$ cat src/rtl/dss_pkg.sv
// Package: types shared by the dual-slope sequencer.
// Assumes: phase encoding order matches the conversion order.
package dss_pkg;

    typedef enum logic [1:0] {
        PH_AZ  = 2'd0,
        PH_INT = 2'd1,
        PH_DE  = 2'd2,
        PH_ZI  = 2'd3
    } phase_t;

endpackage

$ cat src/rtl/dss_phase_ctl.sv
// Module: phase controller.
// Steps auto-zero -> integrate -> de-integrate -> zero-integrator and keeps
// the cycle position for the fixed period. It decides when to hold, latches
// the sign at the end of integrate and flags timeout (overrange).
// Assumes: cmp_i is synchronous to clk;
// CYCLE_LEN > INT_LEN + DE_LEN + ZI_OVR_LEN.
module dss_phase_ctl
    import dss_pkg::*;
#(
    parameter int CYCLE_LEN  = 40002,
    parameter int INT_LEN    = 10000,
    parameter int DE_LEN     = 20001,
    parameter int ZI_LEN     = 200,
    parameter int ZI_OVR_LEN = 6200
) (
    input  logic   clk,
    input  logic   rst_n,
    input  logic   run_hold_i,
    input  logic   cmp_i,
    output phase_t phase_o,
    output logic   pol_o,
    output logic   ovr_cyc_o,
    output logic   int_start_o,
    output logic   de_start_o,
    output logic   de_end_o,
    output logic   cnt_inc_o
);

    localparam int PW = $clog2(CYCLE_LEN + 1);
    localparam logic [PW-1:0] CYC_LAST = PW'(CYCLE_LEN - 1);
    localparam logic [PW-1:0] INT_LAST = PW'(INT_LEN - 1);
    localparam logic [PW-1:0] DE_LAST  = PW'(DE_LEN - 1);
    localparam logic [PW-1:0] ZI_LAST  = PW'(ZI_LEN - 1);
    localparam logic [PW-1:0] ZO_LAST  = PW'(ZI_OVR_LEN - 1);

    phase_t          st_q;
    logic [PW-1:0]   pos_q;
    logic [PW-1:0]   tick_q;
    logic            hold_q;
    logic            pol_q;
    logic            ovr_q;

    logic            cyc_done;
    logic            zc;
    logic            zi_done;
    logic            hold_set;

    // Phase transition conditions for the current clock.
    always_comb begin
        cyc_done    = hold_q || (pos_q == CYC_LAST);
        zc          = cmp_i ^ pol_q;
        int_start_o = (st_q == PH_AZ) && cyc_done && run_hold_i;
        hold_set    = (st_q == PH_AZ) && cyc_done && !run_hold_i;
        de_start_o  = (st_q == PH_INT) && (tick_q == INT_LAST);
        de_end_o    = (st_q == PH_DE) && (zc || (tick_q == DE_LAST));
        cnt_inc_o   = (st_q == PH_DE) && !zc && (tick_q != '0);
        zi_done     = (st_q == PH_ZI) && (tick_q == (ovr_q ? ZO_LAST : ZI_LAST));
    end

    // Phase state register.
    always_ff @(posedge clk) begin
        if (!rst_n)           st_q <= PH_AZ;
        else if (int_start_o) st_q <= PH_INT;
        else if (de_start_o)  st_q <= PH_DE;
        else if (de_end_o)    st_q <= PH_ZI;
        else if (zi_done)     st_q <= PH_AZ;
    end

    // Position within the fixed-length cycle, counted from integrate start.
    always_ff @(posedge clk) begin
        if (!rst_n)                              pos_q <= '0;
        else if (int_start_o)                    pos_q <= '0;
        else if (!((st_q == PH_AZ) && cyc_done)) pos_q <= pos_q + 1'b1;
    end

    // Clocks spent in the current phase.
    always_ff @(posedge clk) begin
        if (!rst_n)                                           tick_q <= '0;
        else if (int_start_o || de_start_o || de_end_o || zi_done) tick_q <= '0;
        else if (st_q != PH_AZ)                               tick_q <= tick_q + 1'b1;
    end

    // Holding flag: set when a cycle ends with run/hold low.
    always_ff @(posedge clk) begin
        if (!rst_n)           hold_q <= 1'b1;
        else if (int_start_o) hold_q <= 1'b0;
        else if (hold_set)    hold_q <= 1'b1;
    end

    // Sign latched at the end of integrate.
    always_ff @(posedge clk) begin
        if (!rst_n)          pol_q <= 1'b0;
        else if (de_start_o) pol_q <= cmp_i;
    end

    // Overrange of this conversion: de-integrate ended without a crossing.
    always_ff @(posedge clk) begin
        if (!rst_n)        ovr_q <= 1'b0;
        else if (de_end_o) ovr_q <= !zc;
    end

    assign phase_o   = st_q;
    assign pol_o     = pol_q;
    assign ovr_cyc_o = ovr_q;

endmodule

$ cat src/rtl/dss_bcd_counter.sv
// Module: synchronous decade counter with NDIG BCD digits.
// Clear has priority over increment; digits ripple-carry on 9 -> 0.
// Assumes: the counted range never exceeds 10**NDIG - 1.
module dss_bcd_counter #(
    parameter int NDIG = 5
) (
    input  logic              clk,
    input  logic              rst_n,
    input  logic              clr_i,
    input  logic              inc_i,
    output logic [4*NDIG-1:0] bcd_o
);

    logic [NDIG:0] carry;

    assign carry[0] = inc_i;

    for (genvar d = 0; d < NDIG; d++) begin : g_digit
        logic [3:0] dig_q;

        // Carry out when this digit wraps.
        assign carry[d+1] = carry[d] && (dig_q == 4'd9);

        // One decade of the reading.
        always_ff @(posedge clk) begin
            if (!rst_n || clr_i)  dig_q <= 4'd0;
            else if (carry[d])    dig_q <= (dig_q == 4'd9) ? 4'd0 : dig_q + 4'd1;
        end

        assign bcd_o[4*d +: 4] = dig_q;
    end

endmodule

$ cat src/rtl/dss_result_reg.sv
// Module: result latch and range flags.
// Loads the reading one clock after de-integrate ends, pulses ready, sets
// the overrange/underrange flags and clears them at their phase starts.
// Assumes: a load never coincides with an integrate or de-integrate start.
module dss_result_reg #(
    parameter int NDIG    = 5,
    parameter int UND_LIM = 1800
) (
    input  logic              clk,
    input  logic              rst_n,
    input  logic              de_end_i,
    input  logic              ovr_cyc_i,
    input  logic              int_start_i,
    input  logic              de_start_i,
    input  logic [4*NDIG-1:0] cnt_i,
    output logic [4*NDIG-1:0] bcd_o,
    output logic              ovr_o,
    output logic              und_o,
    output logic              rdy_o
);

    localparam int BW = 4 * NDIG;

    logic          load_q;
    logic [BW-1:0] cnt_bin;
    logic          is_low;

    // Binary value of the running count, for the underrange compare.
    always_comb begin
        cnt_bin = '0;
        for (int d = NDIG - 1; d >= 0; d--) begin
            cnt_bin = BW'(cnt_bin * BW'(10)) + BW'(cnt_i[4*d +: 4]);
        end
        is_low = (cnt_bin <= BW'(UND_LIM)) && !ovr_cyc_i;
    end

    // Load strobe: the clock after busy falls.
    always_ff @(posedge clk) begin
        if (!rst_n) load_q <= 1'b0;
        else        load_q <= de_end_i;
    end

    // Latched reading and ready pulse.
    always_ff @(posedge clk) begin
        if (!rst_n) begin
            bcd_o <= '0;
            rdy_o <= 1'b0;
        end else begin
            rdy_o <= load_q;
            if (load_q) bcd_o <= cnt_i;
        end
    end

    // Overrange flag: set on load, cleared at de-integrate start.
    always_ff @(posedge clk) begin
        if (!rst_n)          ovr_o <= 1'b0;
        else if (de_start_i) ovr_o <= 1'b0;
        else if (load_q)     ovr_o <= ovr_cyc_i;
    end

    // Underrange flag: set on load, cleared at integrate start.
    always_ff @(posedge clk) begin
        if (!rst_n)           und_o <= 1'b0;
        else if (int_start_i) und_o <= 1'b0;
        else if (load_q)      und_o <= is_low;
    end

endmodule

$ cat src/rtl/dslope_seq.sv
// Module: dual-slope conversion cycle sequencer (top).
// Ties the phase controller, BCD reading counter and result latch together
// and decodes the phase into one-hot switch selects and busy.
// Assumes: cmp_i already synchronous; outputs feed switch drivers directly.
module dslope_seq
    import dss_pkg::*;
#(
    parameter int NDIG       = 5,
    parameter int CYCLE_LEN  = 40002,
    parameter int INT_LEN    = 10000,
    parameter int DE_LEN     = 20001,
    parameter int ZI_LEN     = 200,
    parameter int ZI_OVR_LEN = 6200,
    parameter int UND_LIM    = 1800
) (
    input  logic              clk,
    input  logic              rst_n,
    input  logic              run_hold_i,
    input  logic              cmp_i,
    output logic [3:0]        phase_sel_o,
    output logic              busy_o,
    output logic [4*NDIG-1:0] bcd_o,
    output logic              pol_o,
    output logic              ovr_o,
    output logic              und_o,
    output logic              rdy_o
);

    phase_t            phase;
    logic              ovr_cyc;
    logic              int_start;
    logic              de_start;
    logic              de_end;
    logic              cnt_inc;
    logic [4*NDIG-1:0] cnt_bcd;

    dss_phase_ctl #(
        .CYCLE_LEN (CYCLE_LEN),
        .INT_LEN   (INT_LEN),
        .DE_LEN    (DE_LEN),
        .ZI_LEN    (ZI_LEN),
        .ZI_OVR_LEN(ZI_OVR_LEN)
    ) u_ctl (
        .clk        (clk),
        .rst_n      (rst_n),
        .run_hold_i (run_hold_i),
        .cmp_i      (cmp_i),
        .phase_o    (phase),
        .pol_o      (pol_o),
        .ovr_cyc_o  (ovr_cyc),
        .int_start_o(int_start),
        .de_start_o (de_start),
        .de_end_o   (de_end),
        .cnt_inc_o  (cnt_inc)
    );

    dss_bcd_counter #(
        .NDIG(NDIG)
    ) u_cnt (
        .clk  (clk),
        .rst_n(rst_n),
        .clr_i(de_start),
        .inc_i(cnt_inc),
        .bcd_o(cnt_bcd)
    );

    dss_result_reg #(
        .NDIG   (NDIG),
        .UND_LIM(UND_LIM)
    ) u_res (
        .clk        (clk),
        .rst_n      (rst_n),
        .de_end_i   (de_end),
        .ovr_cyc_i  (ovr_cyc),
        .int_start_i(int_start),
        .de_start_i (de_start),
        .cnt_i      (cnt_bcd),
        .bcd_o      (bcd_o),
        .ovr_o      (ovr_o),
        .und_o      (und_o),
        .rdy_o      (rdy_o)
    );

    // Phase decode to switch selects and busy.
    always_comb begin
        phase_sel_o = 4'b0000;
        case (phase)
            PH_AZ:   phase_sel_o = 4'b0001;
            PH_INT:  phase_sel_o = 4'b0010;
            PH_DE:   phase_sel_o = 4'b0100;
            default: phase_sel_o = 4'b1000;
        endcase
        busy_o = (phase == PH_INT) || (phase == PH_DE);
    end

endmodule

$ cat config.mk
export PLATFORM = sky130hd
export DESIGN_NAME = dslope_seq
export DESIGN_NICKNAME = d
export VERILOG_FILES = /design/src/rtl/dss_pkg.sv /design/src/rtl/dss_phase_ctl.sv /design/src/rtl/dss_bcd_counter.sv /design/src/rtl/dss_result_reg.sv /design/src/rtl/dslope_seq.sv
export SDC_FILE = /design/constraint.sdc
export NUM_CORES = 1
export LEC_CHECK = 0
export ABC_CLOCK_PERIOD_IN_PS = 20000
export BUFFER_PORTS_ARGS = -buffer_cell sky130_fd_sc_hd__clkbuf_2
export CAP_MARGIN = 20
export CORE_MARGIN = 1.5
export CORE_UTILIZATION = 45
export DETAILED_ROUTE_END_ITERATION = 6
export PLACE_DENSITY_LB_ADDON = 0.25
export RECOVER_POWER = 50
export SLEW_MARGIN = 20
export SYNTH_ARGS = -nofsm -noshare
export SYNTH_HDL_FRONTEND = slang
export SYNTH_SLANG_ARGS = --single-unit
$ cat constraint.sdc
create_clock -name clk -period 20 [get_ports clk]
set_input_delay 2 -clock clk [delete_from_list [all_inputs] [get_ports clk]]
set_output_delay 2 -clock clk [all_outputs]
set_load 0.02 [all_outputs]
**Word level (Yosys, flattened, before mapping)**

Index checks and enable logic that the tools add are counted.

- Add/sub/neg operators: 11
- Magnitude comparators: 1
- Reductions and logical operators: 33
- Multiply operators: 4
- Eq/ne operators: 12
- Bitwise logic cells: 2
- Multiplexer cells: 13

Operator list:

| kind | count |
|---|---|
| $add 20x4->20 | 4 |
| $mul 20x3->19 const B | 3 |
| $add 16x1->16 const B | 2 |
| $add 4x1->4 const B | 5 |
| $eq 4x4->1 const B | 5 |
| $le 20x11->1 const B | 1 |
| $mux 4 | 5 |
| $eq 16x14->1 const B | 1 |
| $eq 16x15->1 const B | 1 |
| $eq 16x16->1 | 1 |
| $eq 16x16->1 const B | 1 |
| $reduce_bool 16->1 | 1 |
| $logic_and 1x1->1 | 13 |
| $mux 13 | 1 |
| $pmux 4 s3 | 1 |
| $logic_or 1x1->1 | 7 |
| $mul 4x3->7 const B | 1 |
| $mux 2 | 3 |
| $reduce_or 2->1 | 3 |
| $eq 2x2->1 const B | 2 |
| $logic_not 1->1 | 4 |
| $reduce_bool 2->1 | 2 |
| $reduce_bool 4->1 | 1 |
| $mux 1 | 3 |
| other kinds (5) | 5 |

- Input bits: 4
- Flip-flop bits (word level): 81
- Logic and storage cells: 93
- Output and inout port bits: 29

**Logic depth before layout (Yosys ltp)**

Gate-level depths: netlist of the first run.

- Depth after elaboration: 10
- Mapped depth: 36
- Mapped depth without buffers: 35

**By module**

From an unflattened synthesis of the first run, not the netlist that was laid out.

- Cells, all modules: 866
- Area total of the unflattened synthesis: 7,546.0 µm²

By module, submodules not included:

| module | cells an instance | area an instance (µm²) | times used | seq. area each (µm²) |
|---|---|---|---|---|
| dss_result_reg | 508 | 4,423.0 | 1 | 480.5 |
| dss_phase_ctl | 229 | 2,005.7 | 1 | 740.7 |
| dss_bcd_counter | 123 | 1,059.8 | 1 | 400.4 |
| dslope_seq | 6 | 57.6 | 1 | 0.0 |

**Least setup slack after synthesis of the first run**

No wires, ideal clock.

- Path kind: register to register
- From: register u_cnt.g_digit[4].dig_q[1]
- To: register u_res.und_o
- Setup slack: 12,618 ps
- Setup time: 72 ps
- Path buffers: 0
- Data required time: 19,928 ps
- Period minus slack after synthesis: 7,382 ps
- Arrival: 7,310 ps
- Stages on the path, launching flop included: 31
- Cells stage by stage: dfxtp_1 -> ha_1 -> ha_1 -> fa_1 -> xnor2_1 -> ha_1 -> ha_1 -> xor2_1 -> or3_1 -> xnor2_1 -> ha_1 -> ha_1 -> and3_1 -> a221o_1 -> nor2_1 -> xnor2_1 -> nand2_1 -> nor2_1 -> xor2_1 -> ha_1 -> ha_1 -> a21o_1 -> a41o_1 -> a2111oi_4 -> nor4b_2 -> a211o_1 -> nor3_2 -> nand4b_1 -> xor2_1 -> nor3_1 -> a2bb2oi_1

- Cells in the longest elaborated chain, start to end: 10

Ends and longest elaborated chain:

| element | line | RTL |
|---|---|---|
| from (decl) | dss_bcd_counter.sv:19 | `logic [3:0] dig_q;` |
| from (signal assigned) | dss_bcd_counter.sv:27 | `else if (carry[d]) dig_q <= (dig_q == 4'd9) ? 4'd0 : dig_q + 4'd1;` |
| $mul 4x3->7 | dss_result_reg.sv:32 | `cnt_bin = BW'(cnt_bin * BW'(10)) + BW'(cnt_i[4*d +: 4]);` |
| $add 20x4->20 | dss_result_reg.sv:32 |  |
| $mul 20x3->19 | dss_result_reg.sv:32 |  |
| $add 20x4->20 | dss_result_reg.sv:32 |  |
| $mul 20x3->19 | dss_result_reg.sv:32 |  |
| $add 20x4->20 | dss_result_reg.sv:32 |  |
| $mul 20x3->19 | dss_result_reg.sv:32 |  |
| $add 20x4->20 | dss_result_reg.sv:32 |  |
| $le 20x11->1 | dss_result_reg.sv:34 | `is_low = (cnt_bin <= BW'(UND_LIM)) && !ovr_cyc_i;` |
| $logic_and 1x1->1 | dss_result_reg.sv:34 |  |
| to (signal assigned) | dss_result_reg.sv:65 | `else if (load_q) und_o <= is_low;` |
| to (decl) | dss_result_reg.sv:18 | `output logic und_o,` |

No other way between the ends.
A chain may end at the register's enable or synchronous reset.

**Worst setup path in the final report of the first run**

- From: register u_cnt.g_digit[4].dig_q[3]
- To: register u_res.und_o

Same word-level chain as after synthesis.

==> flow_summary.toml, run 1 <==
[clock_tree]
clk_pin_slew_worst_paths_ns = 0.06
cts_buffer_depth = 2
cts_tree = "built"
h-tree-depth = 3
cts-resized-gates = 0
cts_setup_buffers = 0
numCtsBuffers = 9
cts_hold_buf = 0
clkSinkCount = 81
clk_latency_ns = 0.34
cts_root_buf = "clkbuf_16"

[route]
wl_mm = 12.6
wl_met1_mm = 6.97
first_pass_iters = 4
highest_layer = "met4"
initialDrtViolationCount = 157
avgRoutedWirePerCell_microns = 12.3
ant_nets = 0
dr_total_vias = 5475
wl_met3_microns = 291
wl_met2_mm = 5.13
route.detailed.drc = 0
vias_per_cell = 5.34

[floorplan]
dieArea_sq_um = 15900
core_area_sq_um = 14700
initial_utilization_pct = 46.5
ios = 33
die_x_microns = 126
die_height_microns = 126
rows = 44

[run_status]
status = "complete, no violations"

[grt]
track_usage_pct = 16.6
grt-ovfl-total = 0
grt_max_degree = 29
grt_pass1_wl_mm = 22.4
grt_pass1_vias = 4981
grt_antenna_before_repair = 0

[cells_and_area]
fillerInstances = 1424
synthToLayoutAreaGrowth_pct = 8.71
n_antenna_cell = 0
drive_above_1_share_pct = 4.28
layout_commonest_cell = "ha_1"
ff_latch_area_sq_um = 1620
layout_common_cells = "94 x ha_1, 82 x nor2_1, 81 x dfxtp_1, 59 x nand2_1, 52 x xnor2_1"
multiInputGateArea_sq_um = 5000
post-route-util_pct = 50.6
fin_nets = 944

[worst_hold_path]
min_path_cells = 1
min_from = "u_res.load_q"
hold_class = "reg2reg"
min_delay_worst_endpoint = "u_res.rdy_o"

[power_and_ir_drop]
p_sw_share_pct = 21.8
power.density_nw_per_um2 = 46.6
p_int_uw = 271
p_total_uw = 346
pwr-share-comb_pct = 4.2
p_leak_uw = 0.00326
pwr-share-clk_pct = 48.3
switchingPower_uw = 75.4
peakVddDrop_mv = 0.0661
seqPwrFrac_pct = 47.4

[synthesis]
synth_flop_cell = "dfxtp_1"
synth_edf_count = 0
synth-async-reset-ratio_pct = 0
synth-seq-cells = 81
synthCells = 810
syn_nets = 916
ys_types = 68
synth_area_sq_um = 6840
syn_avg_cell_area_sq_um = 8.44
seq_area_frac_synth_pct = 23.7
yosys_warnings = 0

[critical_path]
arrival_ns = 8.26
slowest_stage = "dfxtp_1"
cp_max_fo = 9
cp-start-kind = "register"
path_delay_family = "adder cells"
cp.required_ns = 20.27
critPathBufInv = 0
r2r_start = "u_cnt.g_digit[4].dig_q[3]"
critPathMaxStageDelay_ns = 0.50
rrSetupSlack_ns = 12.01
reg2reg_to = "u_res.und_o"
critPathKind = "reg2reg"
cp_common_cell = "ha_1"
worst_setup_path_end_kind = "register"
reg2reg_depth = 30

[placed_design]
io_buffers = 32
gp_congestion = 0.827
hpwlAfterDp_mm = 9.65
post-place-ws_ns = 12.01

[sta]
rsz0062_at_grt = "false"
worst_pin_slew_ns = 0.982
report.final.hold_viol_count = 0
finalMaxSlewViolations = 0
min_period_over_period_pct = 39.9
setup_viol = 0
setup_slack_ns = 12.01
finClkSkew_ns = 0.00707
period_minus_slack_ns = 7.99
tns_ns = 0
maxSlewHeadroom_pct = 34.5
max_freq_mhz = 125

[flow_run]
maxCapViolCount = 0
==> cells by family (layout without fill, tap and decap cells) <==
family | count (synthesis) | count (layout) | synth area share (%)
simple gates | 314 | 314 | 24.2
compound gates | 129 | 129 | 12.4
fa+ha+maj | 102 | 102 | 19.5
xor+xnor | 99 | 99 | 12.9
flops | 81 | 81 | 23.7
buf+inv | 57 | 89 | 3.26
mux | 27 | 27 | 3.97
other cells | 1 | 1 | 0.0548
==> sequential cells by signal (all words and copies together), names as in the netlist <==
signal               flops
u_cnt.g_digit.dig_q     20
u_res.bcd_o             20
u_ctl.pos_q             16
u_ctl.tick_q            16
u_ctl.phase_o            2
u_ctl.hold_q             1
u_ctl.ovr_cyc_o          1
u_ctl.pol_o              1
u_res.load_q             1
u_res.ovr_o              1
u_res.rdy_o              1
u_res.und_o              1
==> cell usage after synthesis, types with 3 or more instances <==
| cell type | number | area, sq um |
|---|---|---|
| nand4b_1 | 5 | 43.8 |
| and2_1 | 4 | 25.0 |
| nor4_1 | 8 | 50.1 |
| or3_1 | 6 | 37.5 |
| and4b_1 | 3 | 30.0 |
| o21bai_1 | 4 | 30.0 |
| a21o_1 | 16 | 120 |
| o21ai_0 | 32 | 160 |
| nand4_1 | 11 | 68.8 |
| nand3b_1 | 7 | 52.6 |
| mux2i_1 | 26 | 260 |
| dfxtp_1 | 81 | 1620 |
| and3_1 | 10 | 62.6 |
| nand2_1 | 59 | 221 |
| o21a_1 | 5 | 37.5 |
| a31oi_1 | 6 | 37.5 |
| inv_1 | 41 | 154 |
| nor2_1 | 82 | 308 |
| fa_1 | 8 | 160 |
| clkbuf_1 | 13 | 48.8 |
| nand2b_1 | 6 | 37.5 |
| xor2_1 | 46 | 403 |
| nor3b_1 | 6 | 45.0 |
| ha_1 | 94 | 1180 |
| xnor2_1 | 52 | 455 |
| nor2b_1 | 36 | 225 |
| a21oi_1 | 37 | 185 |
| and4_1 | 3 | 26.3 |
| nor3_1 | 30 | 150 |
| nand3_1 | 23 | 115 |
==> power groups by stage <==
stage / clock network, uW / registers (uW) / logic (uW)
4_1_cts: 171 / 164 / 15.0
3_3_place_gp: 0 / 168 / 14.8
2_1_floorplan: 0 / 167 / 11.8
6_report: 167 / 164 / 14.7
5_1_grt: 176 / 164 / 16.7
3_5_place_dp: 0 / 168 / 14.9
==> per-layer routing <==
layer / up-vias / global-route usage, %
met3: 12 / 2.53
met5: - / 0
met1: 2484 / 23.8
met2: 55 / 25.6
met4: 0 / 5.48
li1: 2924 / -
==> area by class of cell <==
type | count | area share, %
clock inverters | 2 | 0.505
repair buffers | 33 | 1.83
inverters | 41 | 2.07
multi-input cells | 672 | 67.2
clock buffers | 13 | 3.50
flip-flops and latches | 81 | 21.8
well taps | 184 | 3.10
==> metrics by stage <==
stage	area, sq um	hold slack [ns]	cells
floorplan	6840	0.466	810
global placement	7170	0.467	1011
detailed placement	7170	0.465	1011
CTS	7470	0.479	1026
global route	7440	0.504	1026
finish	7440	0.488	1026
==> worst max-delay path by stage <==
| stage | start | to | cells past startpoint | slack [ns] |
|---|---|---|---|---|
| 3_3_place_gp | u_cnt.g_digit[4].dig_q[1] | u_res.und_o | 30 | 12.20 |
| 2_1_floorplan | u_cnt.g_digit[4].dig_q[1] | u_res.und_o | 30 | 12.62 |
| 3_5_place_dp | u_cnt.g_digit[4].dig_q[1] | u_res.und_o | 30 | 12.01 |
| 6_report | u_cnt.g_digit[4].dig_q[3] | u_res.und_o | 30 | 12.01 |
| 5_1_grt | u_cnt.g_digit[4].dig_q[3] | u_res.und_o | 32 | 11.36 |
| 4_1_cts | u_cnt.g_digit[4].dig_q[3] | u_res.und_o | 30 | 11.97 |
(Power assumes the default switching activity.)
==> run 2, diff against run 1 <==
Settings changed: ABC_CLOCK_PERIOD_IN_PS 20000 to 7340.
Clock period 20 ns to 7.34 ns, I/O delays scaled along.
==> run 2 against run 1 <==
Register-to-register slack worse by 12 ns. Hold slack about the same. Sequential share of layout area is 3.3 points lower. First-iteration DRC count is 34% higher. Fmax up 12%. Critical path depth shrank 1. Die area stayed put. Clock skew increased by 0.0031 ns. Combinational power grew to 2.9 times the previous value. Total power rose to 2.7 times the previous value. Setup slack lost 12 ns. Global-route usage is 0.56 points higher.
==> flow_summary.toml, run 2 (synthesis gave the netlist of run 1 again) <==
[critical_path]
path_delay_family = "adder cells"
crit_cells = 29
arrival_ns = 7.42
cp_common_cell = "ha_4"
crit_start = "u_cnt.g_digit[4].dig_q[1]"
worst_setup_path_end_kind = "register"
critPathMaxStageDelay_ns = 0.62
r2r_start = "u_cnt.g_digit[4].dig_q[1]"
critPathBufInv = 1
slowest_stage = "fa_2"
cp.required_ns = 7.62
cp-start-kind = "register"
cp_max_fo = 3
reg2reg_depth = 29
critPathKind = "reg2reg"

[cells_and_area]
drive_above_1_share_pct = 21.6
layout_commonest_cell = "nor2_1"
top_regs = "u_cnt.g_digit.dig_q x20, u_res.bcd_o x20"
fin_nets = 1005
n_antenna_cell = 0
layout_common_cells = "79 x nor2_1, 78 x dfxtp_1, 66 x ha_1, 58 x buf_4, 57 x nand2_1"
fillerInstances = 1233
design_area_sq_um = 8790
synthToLayoutAreaGrowth_pct = 28.4

[placed_design]
io_buffers = 32
place_area_sq_um = 7460
hpwlAfterDp_mm = 9.81
gp_congestion = 0.826

[route]
avgRoutedWirePerCell_microns = 13.2
vias_per_cell = 5.29
ant_nets = 0
dr_total_vias = 5760
first_pass_iters = 4
initialDrtViolationCount = 210
route.detailed.drc = 0
wl_mm = 14.3

[power_and_ir_drop]
power.density_nw_per_um2 = 108
p_leak_uw = 0.00376
peakVddDrop_mv = 0.150

[flow_run]
maxCapViolCount = 0

[worst_hold_path]
hold_class = "reg2reg"
min_from = "u_res.load_q"
min_path_cells = 1

[grt]
grt-ovfl-total = 0
grt_pass1_vias = 5292
grt_antenna_before_repair = 0
grt_max_degree = 29
grt_pass1_wl_mm = 23.3
track_usage_pct = 17.2

[floorplan]
dieArea_sq_um = 15900
die_x_microns = 126
initial_utilization_pct = 46.5
rows = 44
core_area_sq_um = 14700
ios = 33
die_height_microns = 126

[clock_tree]
clk_latency_ns = 0.35
clkSinkCount = 81
cts_tree = "built"
clk_pin_slew_worst_paths_ns = 0.06
numCtsBuffers = 9
h-tree-depth = 3
cts_buffer_depth = 2
cts_root_buf = "clkbuf_16"

[sta]
maxSlewHeadroom_pct = 34.2
setup_viol = 0
report.final.hold_viol_count = 0
min_period_over_period_pct = 97.3
finalMaxSlewViolations = 0
period_minus_slack_ns = 7.15
hold_ws_ns = 0.488
max_freq_mhz = 140
worst_pin_slew_ns = 0.987
finClkSkew_ns = 0.0102

[run_status]
status = "complete, no violations"
==> run 2: changes by cell type in the layout (fill, tap and decap cells not counted), moves of 5 or more <==
| cell | previous run | this run |
|---|---|---|
| xor2_1 | 46 | 39 |
| xnor2_2 | 0 | 13 |
| a21oi_1 | 37 | 31 |
| ha_4 | 0 | 26 |
| buf_4 | 1 | 58 |
| xor2_2 | 0 | 7 |
| xnor2_4 | 0 | 5 |
| xnor2_1 | 52 | 34 |
| ha_1 | 94 | 66 |
| nor3_1 | 30 | 24 |
==> run 2: what timing repair did <==
| item | CTS | global route |
|---|---|---|
| pin swaps | 11 | 64 |
| endpoints found under the setup margin | 1 | 1 |
| setup buffers | 4 | 19 |
| hold buffers | 0 | 0 |
| gates resized for setup | 19 | 113 |
==> run 2: layout make-up <==
cell class	instances	area (sq um)	area share, %
clock buffers	10	239	2.72
clock inverters	6	65.1	0.741
inverters	41	154	1.75
multi-input cells	672	5870	66.8
flip-flops and latches	81	1630	18.5
well taps	184	230	2.62
repair buffers	94	606	6.89
==> run 2: final timing paths <==
kind / endpoint / slack [ns]
worst max-delay path: u_res.und_o / 0.19
worst min register to register: u_res.rdy_o / 0.49
worst min-delay path: u_res.rdy_o / 0.49
worst max register to register: u_res.und_o / 0.19
==> run 2: per-stage QoR <==
| stage | setup TNS, ns | std cells | power, uW | util, % | setup WS, ns |
|---|---|---|---|---|---|
| finish | 0 | 1088 | 950 | 59.8 | 0.195 |
| detailed placement | -0.0683 | 1049 | 498 | 50.7 | -0.0683 |
| CTS | 0 | 1069 | 959 | 53.8 | 0.00154 |
| global placement | 0 | 1049 | 498 | 50.7 | 0.0508 |
| global route | -0.204 | 1088 | 982 | 59.8 | -0.204 |
| floorplan | 0 | 810 | 488 | - | 0.0331 |
==> run 2: routing by layer <==
metal | wire length (microns) | track usage [%] | share of wire [%]
met2 | 6360 | 26.4 | 44
met3 | 372 | 2.49 | 2.6
met1 | 7340 | 24.5 | 51
met4 | 259 | 6.36 | 1.8
met5 | 0 | 0 | 0
==> run 2: where the power goes <==
| group | internal (uW) | leakage (uW) | switching, uW | total (uW) |
|---|---|---|---|---|
| registers | 443 | 0.000655 | 4.00 | 447 |
| clock network | 273 | 0.000149 | 187 | 460 |
| logic | 16.0 | 0.00296 | 26.8 | 42.8 |
| total | 732 | 0.00376 | 217 | 950 |
